File: src/rtl/pwb_pkg.sv
package pwb_pkg;
   typedef enum logic [1:0] {
      LK_SHUT  = 2'd0,
      LK_ARMED = 2'd1,
      LK_OPEN  = 2'd2
   } lock_e;
endpackage

File: src/rtl/pwb_col_ptr.sv
module pwb_col_ptr #(
   parameter int ARR_PG = 16,
   parameter int CCR_PG = 8,
   localparam int CW = $clog2(ARR_PG)
) (
   input  logic          clk,
   input  logic          rst_n,
   input  logic          load_i,
   input  logic          ld_ccr_i,
   input  logic [CW-1:0] col_i,
   input  logic          step_i,
   output logic [CW-1:0] col_o
);
   localparam logic [CW-1:0] AM = CW'(ARR_PG - 1);
   localparam logic [CW-1:0] CM = CW'(CCR_PG - 1);

   logic ccr_q;

   always_ff @(posedge clk or negedge rst_n) begin
      if (!rst_n) begin
         col_o <= '0;
         ccr_q <= 1'b0;
      end else if (load_i) begin
         col_o <= col_i & (ld_ccr_i ? CM : AM);
         ccr_q <= ld_ccr_i;
      end else if (step_i) begin
         col_o <= (col_o + 1'b1) & (ccr_q ? CM : AM);
      end
   end

   // pointer never leaves the 8-column section in control space
   p_ptr_in_sec_r1: assert property (@(posedge clk) disable iff (!rst_n)
      ccr_q |-> (col_o <= CM));
   // every accepted byte moves the pointer
   p_ptr_moves_r1: assert property (@(posedge clk) disable iff (!rst_n)
      (step_i && !load_i) |=> (col_o != $past(col_o)));
endmodule

File: src/rtl/pwb_unlock.sv
module pwb_unlock #(
   parameter logic [7:0] KEY1 = 8'h02,
   parameter logic [7:0] KEY2 = 8'h06
) (
   input  logic       clk,
   input  logic       rst_n,
   input  logic       end_i,
   input  logic       stat_i,
   input  logic [7:0] val_i,
   output logic       open_o
);
   import pwb_pkg::*;

   lock_e st_q;

   always_ff @(posedge clk or negedge rst_n) begin
      if (!rst_n) begin
         st_q <= LK_SHUT;
      end else if (stat_i) begin
         if (val_i == KEY1)
            st_q <= LK_ARMED;
         else if (val_i == KEY2 && st_q != LK_SHUT)
            st_q <= LK_OPEN;
         else
            st_q <= LK_SHUT;
      end else if (end_i && st_q == LK_ARMED) begin
         st_q <= LK_SHUT;
      end
   end

   assign open_o = (st_q == LK_OPEN);

   // the gate only opens on a status write of the second key
   p_open_on_key_r6: assert property (@(posedge clk) disable iff (!rst_n)
      $rose(open_o) |-> ($past(stat_i) && $past(val_i) == KEY2));
endmodule

File: src/rtl/pwb_busy.sv
module pwb_busy #(
   parameter int WR_CYCLES = 20
) (
   input  logic clk,
   input  logic rst_n,
   input  logic fire_i,
   output logic busy_o
);
   generate
      if (WR_CYCLES == 0) begin : g_none
         assign busy_o = 1'b0;
      end else begin : g_cnt
         localparam int TW = $clog2(WR_CYCLES + 1);
         logic [TW-1:0] cnt_q;

         always_ff @(posedge clk or negedge rst_n) begin
            if (!rst_n)
               cnt_q <= '0;
            else if (fire_i)
               cnt_q <= TW'(WR_CYCLES);
            else if (cnt_q != '0)
               cnt_q <= cnt_q - 1'b1;
         end

         assign busy_o = (cnt_q != '0);

         // a commit always starts a busy window
         p_busy_after_fire_r8: assert property (@(posedge clk) disable iff (!rst_n)
            fire_i |=> busy_o);
      end
   endgenerate
endmodule

File: src/rtl/page_wr_buf.sv
module page_wr_buf #(
   parameter int         ADDR_W    = 8,
   parameter int         ARR_PG    = 16,
   parameter int         CCR_PG    = 8,
   parameter int         WR_CYCLES = 20,
   parameter logic [7:0] STAT_ADDR = 8'h3F,
   parameter logic [7:0] RTC_BASE  = 8'h30,
   parameter logic [7:0] KEY1      = 8'h02,
   parameter logic [7:0] KEY2      = 8'h06,
   localparam int        CW        = $clog2(ARR_PG)
) (
   input  logic                clk,
   input  logic                rst_n,
   input  logic                start_i,
   input  logic                tgt_ccr_i,
   input  logic [ADDR_W-1:0]   start_addr_i,
   input  logic                byte_i,
   input  logic [7:0]          byte_data_i,
   input  logic                stop_i,
   input  logic                abort_i,
   output logic                commit_o,
   output logic                commit_ccr_o,
   output logic [ADDR_W-1:0]   commit_base_o,
   output logic [ARR_PG-1:0]   commit_mask_o,
   output logic [8*ARR_PG-1:0] commit_data_o,
   output logic [CW-1:0]       ptr_o,
   output logic                busy_o
);
   localparam logic [ADDR_W-1:0] AOFF      = ADDR_W'(ARR_PG - 1);
   localparam logic [ADDR_W-1:0] COFF      = ADDR_W'(CCR_PG - 1);
   localparam logic [ADDR_W-1:0] STAT_BASE = ADDR_W'(STAT_ADDR) & ~COFF;
   localparam logic [ADDR_W-1:0] RTC_B     = ADDR_W'(RTC_BASE);
   localparam int                STAT_COL  = int'(STAT_ADDR) % CCR_PG;
   localparam logic [ARR_PG-1:0] STAT_ONE  = ARR_PG'(1) << STAT_COL;

   generate
      if (ARR_PG < 2 || (ARR_PG & (ARR_PG - 1)) != 0) begin : g_bad_arr
         $error("ARR_PG must be a power of two, at least 2");
      end
      if (CCR_PG < 2 || (CCR_PG & (CCR_PG - 1)) != 0 || CCR_PG > ARR_PG) begin : g_bad_ccr
         $error("CCR_PG must be a power of two between 2 and ARR_PG");
      end
      if (ADDR_W < CW || ADDR_W > 8) begin : g_bad_aw
         $error("ADDR_W must cover one page and fit in 8 bits");
      end
      if ((int'(RTC_BASE) % CCR_PG) != 0) begin : g_bad_rtc
         $error("RTC_BASE must be section aligned");
      end
   endgenerate

   logic              busy, act_q, ccr_q, got_q, lk_open;
   logic [ADDR_W-1:0] base_q;
   logic [ARR_PG-1:0] mask_q;
   logic [CW-1:0]     col;

   wire take_start = !busy && start_i;
   wire live       = !busy && act_q && !start_i;
   wire ending     = live && (stop_i || abort_i);
   wire step       = live && byte_i && !stop_i && !abort_i;
   wire clean_end  = live && stop_i && !abort_i && got_q;

   // gating decision on the buffered transfer
   wire       in_stat    = ccr_q && (base_q == STAT_BASE);
   wire       others     = in_stat ? |(mask_q & ~STAT_ONE) : |mask_q;
   wire       rtc_part   = ccr_q && (base_q == RTC_B) && (mask_q[CCR_PG-1:0] != '1);
   wire       allow      = !ccr_q || ((!others || lk_open) && !rtc_part);
   wire       fire       = clean_end && allow;
   wire       stat_write = fire && in_stat && mask_q[STAT_COL];
   wire [7:0] stat_val   = commit_data_o[8*STAT_COL +: 8];

   always_ff @(posedge clk or negedge rst_n) begin
      if (!rst_n) begin
         act_q  <= 1'b0;
         ccr_q  <= 1'b0;
         got_q  <= 1'b0;
         base_q <= '0;
         mask_q <= '0;
      end else if (take_start) begin
         act_q  <= 1'b1;
         ccr_q  <= tgt_ccr_i;
         got_q  <= 1'b0;
         base_q <= start_addr_i & ~(tgt_ccr_i ? COFF : AOFF);
         mask_q <= '0;
      end else if (ending) begin
         act_q  <= 1'b0;
      end else if (step) begin
         mask_q[col] <= 1'b1;
         got_q       <= 1'b1;
      end
   end

   always_ff @(posedge clk or negedge rst_n) begin
      if (!rst_n) commit_o <= 1'b0;
      else        commit_o <= fire;
   end

   generate
      for (genvar c = 0; c < ARR_PG; c++) begin : g_lane
         logic [7:0] byte_q;
         always_ff @(posedge clk or negedge rst_n) begin
            if (!rst_n)
               byte_q <= '0;
            else if (step && col == CW'(c))
               byte_q <= byte_data_i;
         end
         assign commit_data_o[8*c +: 8] = byte_q;
      end
   endgenerate

   pwb_col_ptr #(.ARR_PG(ARR_PG), .CCR_PG(CCR_PG)) u_ptr (
      .clk     (clk),
      .rst_n   (rst_n),
      .load_i  (take_start),
      .ld_ccr_i(tgt_ccr_i),
      .col_i   (start_addr_i[CW-1:0]),
      .step_i  (step),
      .col_o   (col)
   );

   pwb_unlock #(.KEY1(KEY1), .KEY2(KEY2)) u_lock (
      .clk   (clk),
      .rst_n (rst_n),
      .end_i (clean_end),
      .stat_i(stat_write),
      .val_i (stat_val),
      .open_o(lk_open)
   );

   pwb_busy #(.WR_CYCLES(WR_CYCLES)) u_busy (
      .clk   (clk),
      .rst_n (rst_n),
      .fire_i(fire),
      .busy_o(busy)
   );

   assign commit_ccr_o  = ccr_q;
   assign commit_base_o = base_q;
   assign commit_mask_o = mask_q;
   assign ptr_o         = col;
   assign busy_o        = busy;

   // a commit follows a stop and carries at least one written column
   p_commit_clean_r4: assert property (@(posedge clk) disable iff (!rst_n)
      commit_o |-> ($past(stop_i) && !$past(busy) && commit_mask_o != '0));
   // an aborted transfer never commits
   p_abort_drop_r5: assert property (@(posedge clk) disable iff (!rst_n)
      (live && abort_i) |=> !commit_o);
   // control writes outside the status section need an open gate
   p_ccr_gate_r6: assert property (@(posedge clk) disable iff (!rst_n)
      (commit_o && commit_ccr_o && commit_base_o != STAT_BASE) |-> $past(lk_open));
   // time section commits are always full
   p_rtc_full_r7: assert property (@(posedge clk) disable iff (!rst_n)
      (commit_o && commit_ccr_o && commit_base_o == RTC_B) |->
         (commit_mask_o[CCR_PG-1:0] == '1));
   // commit and busy window begin together
   p_commit_busy_r8: assert property (@(posedge clk) disable iff (!rst_n)
      commit_o |-> (busy || WR_CYCLES == 0));
endmodule

File: config.mk
export PLATFORM = sky130hd
export DESIGN_NAME = page_wr_buf
export DESIGN_NICKNAME = d
export VERILOG_FILES = /design/src/rtl/pwb_pkg.sv /design/src/rtl/pwb_col_ptr.sv /design/src/rtl/pwb_unlock.sv /design/src/rtl/pwb_busy.sv /design/src/rtl/page_wr_buf.sv
export SDC_FILE = /design/constraint.sdc
export NUM_CORES = 1
export LEC_CHECK = 0
export BUFFER_PORTS_ARGS = -buffer_cell sky130_fd_sc_hd__buf_2
export CAP_MARGIN = 20
export CORE_ASPECT_RATIO = 0.8
export CORE_UTILIZATION = 50
export DETAILED_ROUTE_END_ITERATION = 6
export GPL_TIMING_DRIVEN = 1
export MAX_ROUTING_LAYER = met4
export PLACE_DENSITY_LB_ADDON = 0.25
export SLEW_MARGIN = 30
export SYNTH_ARGS = -nofsm -noshare
export SYNTH_HDL_FRONTEND = slang
export SYNTH_HIERARCHICAL = 1
export SYNTH_SLANG_ARGS = --single-unit
export TNS_END_PERCENT = 10
File: constraint.sdc
create_clock -name clk -period 5.2 [get_ports clk]
set_input_delay 1.04 -clock clk [delete_from_list [all_inputs] [get_ports clk]]
set_output_delay 1.04 -clock clk [all_outputs]
set_load 0.03 [all_outputs]
==> reports/metrics.yaml, run 1 <==
min_period_ps: 3130
yosys_most_used_dff: "dfrtp_1"
number_of_global_route_vias_before_repair: 4680
clock-root-buffer: "clkbuf_16"
avgViaCountPerCell: 5.36
netlist_area_um2: 6730
source_to_sink_clock_delay_at_the_later_pin_of_the_worst_skew_pair_ps: 420
worst_pin_slew_ps: 874
netlist_instances: 464
die_area_um2: 13900
cap_violations: 0
syn2layout_area_growth_pct: 23.6
finalCritPeriodShare: 0.602
cts_buffers: 17
drtPass1Iterations: 6
rows: 37
cts_buffer_depth: 2
placeableCoreArea_um2: 13000
finalHoldViolCount: 0
totalWireLength_mm: 16.5
detail_route.drc_violations: 0
max_freq_mhz: 319
layout.core_utilization: 0.640
power.static_leakage_nw: 4.67
cpLargestDelayFamily: "simple AND/OR/NAND/NOR gates"
grt_overall_usage: 0.261
global_route_wire_length_before_repair_mm: 26.4
synth.ff_latch_count: 165
post_cts.repair.setup_buffers: 0
htree_num_levels: 4
min-delay-path-class: "register to register"
clock-sinks: 165
post_cts_hold_buffer_count: 0
grt_overflow_total: 0
fin_skew_ps: 9.73
timing_worst_setup_path_type: "register to register"
rsz0062_at_grt: "false"
crit_buf_inv: 2
effective_utilization_at_floorplan: 0.518
pre_cts_slack_ps: 2080
master_of_the_slowest_instance_on_the_critical_path: "or4b_4"
tritoncts: "built"
critical_path.endpoint_type: "register"
outcome: "finished, final reports clean"
number_of_slew_limit_violations_in_the_final_report: 0
power.density_nw_per_um2: 400
final_layout_size_suffix_gt1_frac: 0.550
crit_path_cell_trace: "inv_1, ha_1, or4b_4, nor4b_2, and3b_1, buf_4, and4_1, mux2_2"
drtAntennaViolNets: 0
finalSetupViolCount: 0
top_level_ports: 182
synth-warning-count: 6
worst_setup_path_start_kind: "register"
finish.net_count: 666
worstPathMaxFanout: 22
regArea_um2: 4130
dieWidth_um: 132
antenna_found_initial: 0
cp.arrival_ps: 3430
asyncSetResetFlopFracSynth: 1.00
postLayoutSetupSlackWorst_ps: 2070
chipHeight_um: 106
synth.yosys.seq_area_share: 0.613
endpoint_required_time_on_the_critical_path_ps: 5500
cts_resized: 0
finalPower_mw: 3.33
timing.slew.headroom: 0.417
number_of_synthesized_flops_with_an_enable_pin: 0
drtIter0Drc: 259
grt_max_degree: 121
buffer_ports.inserted: 178
finalWeightedCongestion: 0.882
finalSetupTns_ps: 0
insertedDiodeCount: 0
hpwlAfterDp_mm: 11.3
netlist-cell-type-count: 49
filler_cell_count: 1013
clk_pin_slew_worst_paths_ps: 60
multi_input_area_um2: 2370
route.vias.total: 4434
drt-wirelength-per-cell_um: 19.9
synth_area_per_cell_um2: 14.5
vdd.ir_drop.worst_mv: 0.295
crit_path_max_incr_delay_ps: 550
-- final timing paths --
kind	start	end	slack, ps	cells after the start
max in group asynchronous	rst_n	g_lane[14].byte_q[1]	3340	2
hold / removal	g_lane[5].byte_q[7]	g_lane[5].byte_q[7]	500	1
hold reg to reg	g_lane[5].byte_q[7]	g_lane[5].byte_q[7]	500	1
setup / recovery	u_busy/g_cnt.cnt_q[0]	g_lane[15].byte_q[2]	2070	8
setup reg to reg	u_busy/g_cnt.cnt_q[0]	g_lane[15].byte_q[2]	2070	8
min in group asynchronous	rst_n	g_lane[6].byte_q[6]	700	1
-- cells in the final DEF (no fill, tap or decap), drive strengths merged, types with 2 or more instances in the layout --
cell / netlist / final
nand4: 7 / 7
inv: 26 / 26
mux2: 129 / 129
a211oi: 2 / 2
dfrtp: 165 / 165
a21oi: 18 / 18
a211o: 2 / 2
nor4b: 4 / 4
nor2b: 4 / 4
buf: 12 / 181
nor4: 3 / 3
o21ai: 10 / 10
clkbuf: 13 / 28
bufinv: 0 / 2
ha: 2 / 2
or3: 2 / 2
xnor2: 2 / 2
nand3: 15 / 15
o2111ai: 2 / 2
nor2: 8 / 8
conb: 1 / 3
nand2: 21 / 21
-- registers in the layout (all words and copies together), names as in the netlist, 2 cells and up --
signal and count:
commit_mask_o 16, u_ptr/col_o 4, u_busy/g_cnt.cnt_q 5, commit_base_o 5
u_lock/st_q 2, g_lane.byte_q 128
-- metrics by stage --
step                hold WS, ps  area [um^2]  std cells
floorplan                   458         6740        466
global placement            474         7730        797
detailed placement          488         7740        797
CTS                         501         8320        828
global route                515         8320        828
finish                      499         8320        828
-- cells by family (layout without fill, tap and decap cells) --
logic type	after synthesis	after routing	share of synthesized area
DFF	165	165	0.613
adders and majority gates	2	2	0.00372
buffers and inverters	51	238	0.0359
muxes	130	130	0.222
and+or+nand+nor	72	72	0.0846
other	1	3	0.000557
xor gates and xnor gates	3	3	0.00390
AOI/OAI and AO/OA	40	40	0.0364
-- synth_stat cells, types with 2 or more instances --
cell | count | area share
nor4b_4 | 2 | 0.0071
mux2_4 | 8 | 0.018
nor2b_1 | 4 | 0.0037
nor4b_2 | 2 | 0.0045
nor4_1 | 3 | 0.0028
nand4_2 | 3 | 0.0056
buf_1 | 2 | 0.0011
buf_4 | 4 | 0.0045
buf_6 | 2 | 0.0033
buf_2 | 3 | 0.0022
clkbuf_1 | 13 | 0.0072
dfrtp_1 | 165 | 0.61
o21ai_0 | 8 | 0.0059
nor2_1 | 8 | 0.0045
nand3_1 | 3 | 0.0022
nand3_4 | 8 | 0.021
nand4_1 | 4 | 0.0037
o2111ai_1 | 2 | 0.0026
a21oi_1 | 18 | 0.013
xnor2_1 | 2 | 0.0026
nand3_2 | 4 | 0.0059
nand2_1 | 21 | 0.012
inv_1 | 26 | 0.014
ha_1 | 2 | 0.0037
mux2_2 | 121 | 0.20
o21ai_1 | 2 | 0.0015
a211o_1 | 2 | 0.0026
-- layer usage --
layer / track usage / share of wire
met2: 0.389 / 0.47
met3: 0.0731 / 0.058
met4: 0.0872 / 0.011
met1: 0.345 / 0.46
met5: - / 0
-- where the power goes --
part           total [mW]  switching, mW  internal, mW
logic               0.601          0.416         0.185
clock network        1.23          0.463         0.769
registers            1.50          0.112          1.39
total                3.33          0.991          2.34
-- final cells by class --
cell class / instances / share of cell area
sequential: 165 / 0.496
clock buffer: 28 / 0.0621
multi-input combinational: 250 / 0.285
clock inverter: 3 / 0.00782
inverter: 26 / 0.0117
timing repair buffer: 181 / 0.111
tap: 175 / 0.0263
Power figures use the tool's default switching activity.
==> run 2: changes to the inputs <==
CORE_UTILIZATION = 47   (was 50)
clock period = 2.8 ns   (was 5.2 ns; I/O delays follow)
==> run 2 against run 1 <==
- clock-buffer cell count fell by 10
- non-clock buffer count rose by 5
- design area grew 1.4%
- fmax rose by 14%
- global-route usage shrank 1.9 points
- cell count grew 1.2%
==> reports/metrics.yaml, run 2 (synthesized netlist as in run 1, its figures left out) <==
rsz0062_at_grt: "true"
insertedDiodeCount: 0
timing.slew.headroom: 0.483
commonest_non_fill_non_tap_cell_in_the_layout: "buf_2"
place.detailed.instances: 806
buffer_ports.inserted: 178
global_route_wire_length_before_repair_mm: 25.6
finalPower_mw: 6.27
finalWeightedCongestion: 0.821
crit_path_max_incr_delay_ps: 490
detail_route.drc_violations: 0
worst_setup_path_start_kind: "register"
post_cts_hold_buffer_count: 0
effective_utilization_at_floorplan: 0.488
drtPass1Iterations: 4
grt_overflow_total: 0
drt-wirelength-per-cell_um: 19.8
finalCritPeriodShare: 0.978
regArea_um2: 4130
layout.cells.most_common_list: "buf_2 (177), dfrtp_1 (165), mux2_2 (121)"
number_of_global_route_vias_before_repair: 4485
timing_worst_setup_path_type: "register to register"
worstPathMaxFanout: 21
fin_hold_ws_ps: 188
finalHoldViolCount: 0
tritoncts: "built"
worst_pin_slew_ps: 776
syn2layout_area_growth_pct: 25.3
cap_violations: 0
power_frac_clock: 0.372
master_of_the_slowest_instance_on_the_critical_path: "or4b_4"
outcome: "finished, final reports clean"
clk_pin_slew_worst_paths_ps: 60
registers.top_by_ff_count: "g_lane.byte_q"
totalWireLength_mm: 16.6
min-delay-path-class: "primary input to asynchronous set/reset pin"
placed_area_um2: 7820
chipHeight_um: 109
pre_cts_slack_ps: -2.60
endpoint_required_time_on_the_critical_path_ps: 3100
source_to_sink_clock_delay_at_the_later_pin_of_the_worst_skew_pair_ps: 420
cp.arrival_ps: 3040
layout.cells.non_filler: 838
critical_path.endpoint_type: "register"
pwr-share-seq: 0.446
switching_share: 0.309
power.density_nw_per_um2: 743
cts_buffer_depth: 2
grt_overall_usage: 0.242
placeableCoreArea_um2: 13800
power.static_leakage_nw: 4.70
drtIter0Drc: 179
finalInstanceArea_um2: 8440
internal_dissipation_mw: 4.33
antenna_found_initial: 0
clock-root-buffer: "clkbuf_16"
grt_max_degree: 82
avgViaCountPerCell: 5.32
largest_reg_flops: 128
fin_skew_ps: 10.8
htree_num_levels: 4
finalSetupViolCount: 0
multi_input_area_um2: 2390
cts_buffers: 17
comb_power_frac: 0.182
hpwlAfterDp_mm: 11.5
crit_path_cell_trace: "inv_1, ha_1, or4b_4, nor4b_2, and3b_1, buf_12, nand4_2, mux2_2"
dieWidth_um: 136
rows: 38
route.vias.total: 4458
number_of_slew_limit_violations_in_the_final_report: 0
min_period_ps: 2740
net-switching-power_mw: 1.94
postLayoutSetupSlackWorst_ps: 60.2
top_level_ports: 182
vdd.ir_drop.worst_mv: 0.439
final_layout_size_suffix_gt1_frac: 0.562
finish.net_count: 671
filler_cell_count: 1095
clock-sinks: 165
max_freq_mhz: 365
die_area_um2: 14800
drtAntennaViolNets: 0
[run 2: changes by cell type in the layout (fill, tap and decap cells not counted), moves of 2 or more]
cell      previous run  this run
inv_6                0         2
clkinv_4             0         2
clkbuf_1             6         1
clkinv_2             1         5
buf_12               0         4
nand4_4              0         2
nand4_2              3         1
clkbuf_8             5         0
[run 2: path summary, 6_finish.rpt]
path	slack [ps]	cells after the start	endpoint	startpoint
worst min-delay path	190	1	g_lane[7].byte_q[4]	rst_n
worst min register to register	500	1	g_lane[5].byte_q[4]	g_lane[5].byte_q[4]
worst max-delay path	60	8	g_lane[13].byte_q[1]	u_busy/g_cnt.cnt_q[0]
worst max register to register	60	8	g_lane[13].byte_q[1]	u_busy/g_cnt.cnt_q[0]
min in group clk	330	3	commit_base_o[6]	start_addr_i[6]
max in group asynchronous	1880	2	commit_mask_o[5]	rst_n
[run 2: metrics by stage]
step	setup TNS [ps]	util
final	0	0.612
after detailed placement	-2.60	0.567
after global routing	-1000	0.612
after floorplan	0	-
after global placement	0	0.567
after CTS	0	0.610
[run 2: per-layer routing]
metal	up-vias	part of all wire	wire [um]	global-route usage
met5	-	0	0	-
met4	0	0.0082	136	0.0578
met3	14	0.067	1110	0.0651
met2	140	0.47	7830	0.378
met1	2306	0.45	7480	0.315
li1	1998	-	-	-
[run 2: what timing repair did]
action                                  CTS  global route
pin swaps                                 0             1
endpoints found under the setup margin    2            43
gates cloned                              0             0
resized for setup                         1             2
buffers inserted                          0             1
[run 2: power groups by stage]
stage	clock network [mW]	registers, mW	logic, mW
after floorplan	0	3.03	0.571
after global placement	0	2.82	1.12
after detailed placement	0	2.82	1.14
after CTS	2.38	2.78	1.15
after global routing	2.47	2.82	1.24
final	2.33	2.80	1.14
[run 2: worst max-delay path, delay by kind of cell, from the launching register on]
family	cells	cell delay [ps]
AND/OR/NAND/NOR	4	1340
flip-flops	1	400
multiplexers	1	380
buffers and inverters	2	280
adder cells (fa/ha/maj)	1	200
[run 2: cell type report]
type                    instances  share of cell area
clock buffers                  18              0.0509
flip-flops and latches        165               0.489
repair buffers                186               0.119
clock inverters                13              0.0187
multi-input cells             250               0.284
inverters                      26              0.0116
well taps                     180              0.0267
